--- src/rtl/prbs_gen_pkg.sv ---
package prbs_gen_pkg;
  localparam int NUM_POLY = 4;
  localparam int WORD_W   = 64;
  localparam int SLOT_W   = 32;
  localparam logic [2:0] TEST_ON  = 3'b100;
  localparam logic [1:0] CLKEN_ON = 2'b01;

  function automatic int poly_order(input int idx);
    case (idx)
      0:       return 9;
      1:       return 15;
      2:       return 23;
      default: return 31;
    endcase
  endfunction

  function automatic int poly_tap(input int idx);
    case (idx)
      0:       return 5;
      1:       return 14;
      2:       return 18;
      default: return 28;
    endcase
  endfunction
endpackage

--- src/rtl/prbs_gen_ctrl.sv ---
module prbs_gen_ctrl #(
  parameter int NUM_SEL = prbs_gen_pkg::NUM_POLY
) (
  input  logic [NUM_SEL-1:0] poly_sel,
  input  logic [2:0]         test_mode,
  input  logic [1:0]         gen_clk_en,
  input  logic               width_sel,
  input  logic               soft_rst,
  output logic               run,
  output logic [NUM_SEL-1:0] lane_adv
);
  logic sel_ok, mode_ok, clk_ok, width_ok;

  always_comb begin
    sel_ok   = $onehot(poly_sel);
    mode_ok  = (test_mode == prbs_gen_pkg::TEST_ON);
    clk_ok   = (gen_clk_en == prbs_gen_pkg::CLKEN_ON);
    width_ok = !width_sel;
    run      = sel_ok && mode_ok && clk_ok && width_ok && !soft_rst;
    lane_adv = run ? poly_sel : '0;
  end
endmodule

--- src/rtl/prbs_lfsr_lane.sv ---
module prbs_lfsr_lane #(
  parameter int ORDER  = 9,
  parameter int TAP    = 5,
  parameter int WORD_W = 64
) (
  input  logic              clk,
  input  logic              rst_n,
  input  logic              reseed,
  input  logic              advance,
  output logic [WORD_W-1:0] word,
  output logic [ORDER-1:0]  state
);
  // Bits produced by WORD_W Fibonacci steps from state s; bit 0 first.
  function automatic logic [WORD_W-1:0] emit_bits(input logic [ORDER-1:0] s);
    logic [ORDER-1:0]  r;
    logic [WORD_W-1:0] w;
    logic              fb;
    r = s;
    w = '0;
    for (int i = 0; i < WORD_W; i++) begin
      fb   = r[ORDER-1] ^ r[TAP-1];
      w[i] = fb;
      r    = {r[ORDER-2:0], fb};
    end
    return w;
  endfunction

  // State after WORD_W steps.
  function automatic logic [ORDER-1:0] jump(input logic [ORDER-1:0] s);
    logic [ORDER-1:0] r;
    logic             fb;
    r = s;
    for (int i = 0; i < WORD_W; i++) begin
      fb = r[ORDER-1] ^ r[TAP-1];
      r  = {r[ORDER-2:0], fb};
    end
    return r;
  endfunction

  always_ff @(posedge clk or negedge rst_n) begin
    if (!rst_n)       state <= '1;
    else if (reseed)  state <= '1;
    else if (advance) state <= jump(state);
  end

  assign word = emit_bits(state);
endmodule

--- src/rtl/prbs_multi_gen.sv ---
module prbs_multi_gen #(
  parameter int WORD_W   = prbs_gen_pkg::WORD_W,
  parameter int NUM_POLY = prbs_gen_pkg::NUM_POLY
) (
  input  logic              clk,
  input  logic              rst_n,
  input  logic              soft_rst,
  input  logic [3:0]        poly_sel,
  input  logic [2:0]        test_mode,
  input  logic [1:0]        gen_clk_en,
  input  logic              width_sel,
  input  logic              no_invert,
  output logic [WORD_W-1:0] data_out,
  output logic              data_vld
);
  localparam int SLOT_W = prbs_gen_pkg::SLOT_W;
  localparam int FLAT_W = SLOT_W * NUM_POLY;

  // Named internal events, observed by the bound checker.
  logic                run;
  logic [NUM_POLY-1:0] lane_adv;
  logic [NUM_POLY-1:0] lane_zero;
  logic [FLAT_W-1:0]   lfsr_flat;
  logic [WORD_W-1:0]   lane_word [NUM_POLY];
  logic [WORD_W-1:0]   sel_word;

  prbs_gen_ctrl #(.NUM_SEL(NUM_POLY)) u_ctrl (
    .poly_sel   (poly_sel[NUM_POLY-1:0]),
    .test_mode  (test_mode),
    .gen_clk_en (gen_clk_en),
    .width_sel  (width_sel),
    .soft_rst   (soft_rst),
    .run        (run),
    .lane_adv   (lane_adv)
  );

  for (genvar g = 0; g < NUM_POLY; g++) begin : g_lane
    localparam int ORD = prbs_gen_pkg::poly_order(g);
    localparam int TP  = prbs_gen_pkg::poly_tap(g);
    logic [ORD-1:0]    st;
    logic [WORD_W-1:0] wd;

    prbs_lfsr_lane #(.ORDER(ORD), .TAP(TP), .WORD_W(WORD_W)) u_lane (
      .clk     (clk),
      .rst_n   (rst_n),
      .reseed  (soft_rst),
      .advance (lane_adv[g]),
      .word    (wd),
      .state   (st)
    );

    assign lane_word[g]                       = wd;
    assign lane_zero[g]                       = (st == '0);
    assign lfsr_flat[g*SLOT_W +: SLOT_W]      = {{(SLOT_W-ORD){1'b0}}, st};
  end

  always_comb begin
    sel_word = '0;
    for (int g = 0; g < NUM_POLY; g++)
      if (poly_sel[g]) sel_word = sel_word | lane_word[g];
  end

  always_ff @(posedge clk or negedge rst_n) begin
    if (!rst_n) begin
      data_out <= '0;
      data_vld <= 1'b0;
    end else if (run) begin
      data_out <= no_invert ? sel_word : ~sel_word;
      data_vld <= 1'b1;
    end else begin
      data_out <= '0;
      data_vld <= 1'b0;
    end
  end
endmodule

--- config.mk ---
export PLATFORM = sky130hd
export DESIGN_NAME = prbs_multi_gen
export DESIGN_NICKNAME = d
export VERILOG_FILES = /design/src/rtl/prbs_gen_pkg.sv /design/src/rtl/prbs_gen_ctrl.sv /design/src/rtl/prbs_lfsr_lane.sv /design/src/rtl/prbs_multi_gen.sv
export SDC_FILE = /design/constraint.sdc
export NUM_CORES = 1
export LEC_CHECK = 0
export ABC_AREA = 1
export BUFFER_PORTS_ARGS = -buffer_cell sky130_fd_sc_hd__buf_2
export CORE_MARGIN = 4
export CORE_UTILIZATION = 55
export CTS_CLUSTER_DIAMETER = 40
export DETAILED_ROUTE_END_ITERATION = 6
export PLACE_DENSITY = 0.77
export SLEW_MARGIN = 20
export SYNTH_ARGS = -nofsm -noshare
export SYNTH_HDL_FRONTEND = slang
export SYNTH_SLANG_ARGS = --single-unit
export TNS_END_PERCENT = 30
--- constraint.sdc ---
create_clock -name clk -period 2.5 [get_ports clk]
set_input_delay 0.5 -clock clk [delete_from_list [all_inputs] [get_ports clk]]
set_output_delay 0.5 -clock clk [all_outputs]
set_load 0.01 [all_outputs]
[Yosys cells after proc, flatten, opt, wreduce, memory -nomap -nowiden]
Index checks and enable logic that the tools add are counted.
Storage, ports and cells
  register bits after elaboration: 143
  input bits: 14
  logic and storage cells: 298
Cells by class
  $add $sub $neg: 3
  equal/unequal tests: 3
  muxes and demuxes: 16
  bitwise operators: 260
  reductions and logical operators: 10
Operators by type and width (number)
  64-bit 2-to-1 mux: 6
  1-bit XOR: 256
  64-bit OR: 3
  64-bit inverter: 1
  31-bit 2-to-1 mux: 2
  23-bit 2-to-1 mux: 2
  15-bit 2-to-1 mux: 2
  9-bit 2-to-1 mux: 2
  2-bit nonzero test: 4
  1-bit by 1-bit adder with 2-bit output: 2
  1-bit logical AND: 4
  4-bit 2-to-1 mux: 1
  3-bit adder: 1
  3-bit by 1-bit == test with 1-bit output (second input constant): 1
  3-bit == test (second input constant): 1
  2-bit by 1-bit == test with 1-bit output (second input constant): 1
  1-bit logical NOT: 2
  1-bit 2-to-1 mux: 1

[Longest topological paths before layout]
  word-level depth: 23
  gate-level depth with buffers: 25
  mapped depth without buffers: 24

[By module]
A second synthesis with hierarchy kept.
Unflattened totals
  cells, all modules: 1970
  area, all modules: 12543.3 sq um
Modules (own cells, without submodules)
  prbs_multi_gen: times used 1, cells an instance 818, area each 4887.2 sq um, seq. area each 1626.6 sq um
  prbs_lfsr_lane (g_lane[3].u_lane): times used 1, cells an instance 328, area each 2223.4 sq um, seq. area each 814.5 sq um
  prbs_lfsr_lane (g_lane[2].u_lane): times used 1, cells an instance 301, area each 2052.0 sq um, seq. area each 604.3 sq um
  prbs_lfsr_lane (g_lane[1].u_lane): times used 1, cells an instance 259, area each 1635.3 sq um, seq. area each 394.1 sq um
  prbs_lfsr_lane (g_lane[0].u_lane): times used 1, cells an instance 241, area each 1581.5 sq um, seq. area each 236.5 sq um
  prbs_gen_ctrl: times used 1, cells an instance 23, area each 163.9 sq um, seq. area each 0.0 sq um

[Worst setup path after synthesis]
OpenSTA, ideal clock, no wires.
  path type: input to register
  start point: input poly_sel[0]
  end point: register g_lane[3].u_lane.state[7]
  library setup time: 0.092 ns
  data arrival time: 2.549 ns
  data required time: 2.408 ns
  path slack: -0.141 ns
  stages: 10
  buffers on the path: 1
  cell sequence: ha_1 -> ha_1 -> fa_1 -> nor4_1 -> nand3_1 -> inv_1 -> nand2_1 -> clkbuf_1 -> a21oi_1 -> o21ai_0
Between the ends
  longest elaborated chain between the ends: 9
Ends and longest elaborated chain
  start, declared: line prbs_multi_gen.sv:8  | input logic [3:0] poly_sel,
  1-bit by 1-bit adder with 2-bit output (implied by the code): line prbs_gen_ctrl.sv:15  | sel_ok = $onehot(poly_sel);
  3-bit adder (implied by the code): line prbs_gen_ctrl.sv:15
  3-bit by 1-bit == test with 1-bit output: line prbs_gen_ctrl.sv:15
  1-bit logical AND (4 in series): line prbs_gen_ctrl.sv:19  | run = sel_ok && mode_ok && clk_ok && width_ok && !soft_rst;
  4-bit 2-to-1 mux: line prbs_gen_ctrl.sv:20  | lane_adv = run ? poly_sel : '0;
  2-bit nonzero test (no line)
  end signal, assigned: line prbs_lfsr_lane.sv:43  | else if (advance) state <= jump(state);
  end, declared: line prbs_lfsr_lane.sv:11  | output logic [ORDER-1:0] state
Every way passes these cells.
A chain may end at the register's enable or synchronous reset.

[Worst setup path in the final report]
  start point: register g_lane[0].u_lane.state[4]
  end point: register data_out[55]
Between the ends
  longest elaborated chain between the ends: 22
Ends and longest elaborated chain
  start, declared: line prbs_lfsr_lane.sv:11
  start signal, assigned: line prbs_lfsr_lane.sv:43
  1-bit XOR (11 in series): line prbs_lfsr_lane.sv:21  | fb = r[ORDER-1] ^ r[TAP-1];
  1-bit XOR *: line prbs_lfsr_lane.sv:21
  64-bit 2-to-1 mux *: line prbs_multi_gen.sv:60  | if (poly_sel[g]) sel_word = sel_word | lane_word[g];
  64-bit OR: line prbs_multi_gen.sv:60
  64-bit 2-to-1 mux *: line prbs_multi_gen.sv:60
  64-bit OR: line prbs_multi_gen.sv:60
  64-bit 2-to-1 mux *: line prbs_multi_gen.sv:60
  64-bit OR: line prbs_multi_gen.sv:60
  64-bit 2-to-1 mux *: line prbs_multi_gen.sv:60
  64-bit inverter: line prbs_multi_gen.sv:68  | data_out <= no_invert ? sel_word : ~sel_word;
  64-bit 2-to-1 mux *: line prbs_multi_gen.sv:68
  64-bit 2-to-1 mux *: line prbs_multi_gen.sv:67  | end else if (run) begin
  end signal, assigned: line prbs_multi_gen.sv:68
  end, declared: line prbs_multi_gen.sv:13  | output logic [WORD_W-1:0] data_out,
Every way passes the cells marked *; elsewhere a longest branch is shown, timed or not.

==> key figures <==
Worst setup path
  • Peak fanout along the critical path: 8
  • Reg2Reg Setup Slack: -0.46 ns
  • R2R Path Start: g_lane[0].u_lane.state[4]
  • WP data arrival: 3.30 ns
  • Critical R2R Capture: data_out[55]
  • CP Data Required Time: 2.83 ns
  • Setup crit end kind: flop
  • Crit path launch type: flop
  • Critical path class: reg2reg
  • Worst R2R Path Depth: 19

Die
  • Die Wd: 143 um
  • Full die area: 0.0204 mm^2
  • Chip Height: 143 um
  • Initial Utilization: 55.8%
  • Site Rows: 49
  • # IOs: 79
  • Core Footprint: 0.0179 mm^2

STA
  • Hold Fails Final Rpt: 2
  • Post-layout min period: 2.96 ns
  • Worst-margin pin slew: 0.719 ns
  • Slew Limit Fails: 0
  • Final WS setup: -0.463 ns
  • Clk_skew: 0.0139 ns
  • Rel. slew slack: 51.7%
  • Hold slack final: -0.00478 ns
  • Final setup viols: 44
  • RSZ-0062 raised after global routing: yes
  • Setup TNS: -11.72 ns
  • Crit share post-route: 119%
  • F_max: 0.338 GHz

Placement
  • RePlAce Congestion: 1.04
  • Detailed Place HPWL: 29300 um
  • I/O Buffers: 78

Route
  • WL per Instance: 24.5 um
  • Via density: 6.25
  • First-pass iteration count of the detailed router: 6
  • DRC viols: 0
  • Initial DRC count: 1423
  • Vias: 10700
  • WL final: 42000 um
  • DRT antenna net count: 0

Finish
  • Area growth, synth to finish: 36.2%
  • Antenna cells: 0
  • Final Net Count: 1489
  • Share of layout cells above drive strength 1: 41.2%
  • Finished Core Util: 76.0%

Synthesis
  • Synth async-reset ratio: 100%
  • Synth Instances: 1221
  • Synth Register Bits: 143
  • Synth area leader: dfstp_2
  • Net count of the mapped netlist: 1239
  • Synth Flop Type: dfstp_2
  • Synth top area cells: dfstp_2 (21%), dfrtp_1 (16%), xnor2_1 (10%)
  • Cell variety after synth: 52
  • Yosys top cell area share: 20.5%
  • Mapped cell area: 0.00999 mm^2
  • Number of flops mapped to enable cells by yosys: 0
  • Post-synthesis average cell area: 8.18 um^2
  • Sequential share of the synthesized area: 36.8%
  • Yosys warns: 0

Power and ir drop
  • PD cells: 605 mW/mm^2
  • LEAKAGE: 6.28 nW
  • Worst VDD drop: 0.000503 V

Global route
  • Initial antenna violation count: 1
  • First-pass GRT wire length: 58600 um
  • Vias in the first global route: 9856
  • Congestion Overflow GR: 0
  • Total global-route track usage: 38.6%
  • Largest net degree at the start of global routing: 55

Clock network
  • H-tree Lvls: 4
  • Total CTS buffers: 17
  • Hold_buf cts: 0
  • Sink Count: 143
  • CTS Buffer Depth: 2
  • Clock root cell: clkbuf_16
  • CTS tree: built
  • Skew-Pair Late Insertion Delay: 0.45 ns
  • Clk pin slew, worst setup/hold paths: 0.08 ns

Outcome
  • Failing checks: hold timing, setup timing
  • Outcome: finished, violations left

Flow run
  • Max_cap viols: 0

Min path
  • Type of the worst min-delay path: in2async
==> placed cells by master (no fill, tap or decap), types with 4 or more instances in the layout <==
cell type,n
nand2_4,21
xor2_4,6
a21oi_1,79
o21a_1,7
o221ai_1,9
o22ai_1,36
nand3_1,42
o21ai_0,81
o21ai_2,8
a221oi_1,9
inv_2,19
nor3_1,7
dfrtp_1,65
xor2_1,104
buf_6,7
nand3_2,25
dfstp_2,78
nand3_4,6
xor2_2,6
nor2_1,110
nand2_2,55
nand2_1,106
clkbuf_16,17
a21oi_2,10
inv_8,4
buf_12,15
inv_1,44
buf_2,77
o21ai_1,15
buf_4,213
o211ai_1,22
or2_2,5
xnor2_1,115
==> Yosys cell counts (all sizes together) (5+ instances only) <==
cell type	n
nand2	184
xnor2	120
xor2	116
nor2	111
o21ai	106
a21oi	89
dfstp	78
nand3	73
clkbuf	68
inv	66
dfrtp	65
o22ai	38
o211ai	22
buf	13
o221ai	10
a221oi	9
nor3	7
o21a	7
or2	5
==> metal layers <==
layer / global-route usage, % / share of wire [%] / vias up
met4: 20.2 / 7.3 / 2
met3: 9.41 / 11 / 235
met5: 0 / 0.031 / -
met2: 60.2 / 45 / 772
li1: - / - / 4583
met1: 49.9 / 37 / 5107
==> where the power goes <==
group	switching, W	internal [W]
logic	0.00182	0.00129
clock network	0.00122	0.00142
registers	0.0000682	0.00241
==> critical path, cell delays in order (launching register included) <==
cell and delay, ns:
dfstp_2 0.66, inv_2 0.07, nand2_2 0.09, nand2_4 0.09, clkinv_4 0.08, nand2_4 0.06, nand2_8 0.13, xor2_2 0.24
nand3_4 0.21, nand2_4 0.15, buf_6 0.11, nand2_2 0.06, nand2_2 0.09, nand2_2 0.06, nand2_2 0.15, buf_4 0.16
xnor2_4 0.11, nand2_1 0.10, a21oi_1 0.15, nor2_1 0.06
==> registers in the layout, indices dropped and copies added (netlist names) <==
signal / cells
data_out: 64
data_vld: 1
g_lane.u_lane.state: 78
==> final cells by class <==
type | instances | area [um^2]
fill | 1185 | 4290
timing repair buffer | 312 | 2360
sequential | 143 | 3680
clock inverter | 15 | 174
multi-input combinational | 927 | 6410
inverter | 70 | 275
tap | 229 | 287
clock buffer | 17 | 425
==> how the worst max path moves through the flow <==
| stage | startpoint | to | cells after the start |
|---|---|---|---|
| after floorplan | poly_sel[0] | data_out[20] | 8 |
| after global placement | g_lane[0].u_lane.state[3] | data_out[35] | 17 |
| after detailed placement | poly_sel[0] | g_lane[2].u_lane.state[18] | 11 |
| after CTS | g_lane[0].u_lane.state[4] | data_out[57] | 17 |
| after global routing | g_lane[0].u_lane.state[4] | data_out[55] | 20 |
| final | g_lane[0].u_lane.state[4] | data_out[55] | 19 |
==> logic make-up (layout without fill, tap and decap cells) <==
group,Yosys count,in the layout,synth area share (%)
DFF,143,143,36.8
adders and majority gates,4,4,0.576
AOI/OAI and AO/OA,300,300,17.7
xor gates and xnor gates,237,237,21.5
and+or+nand+nor,386,386,17.5
buffers and inverters,151,414,5.92
==> what timing repair did <==
| item | in CTS | in global routing |
|---|---|---|
| buffers inserted | 29 | 17 |
| resized for setup | 90 | 94 |
| cloned | 0 | 0 |
| setup endpoints to repair | 34 | 50 |
| pin swaps | 37 | 37 |
==> stage by stage <==
step	total power, W	instance area, um^2	std cells	hold WS, ns	setup slack (ns)
final	0.00823	13600	1713	-0.00478	-0.463
after global routing	0.00845	13600	1713	0.0399	-0.745
after CTS	0.00797	13100	1696	0.0466	-0.205
after detailed placement	0.00529	12000	1635	0.502	-0.412
after global placement	0.00527	12000	1635	0.491	-0.321
after floorplan	0.00386	10000	1221	0.204	0.0237
Note: power is estimated with default switching activity, not from simulation.
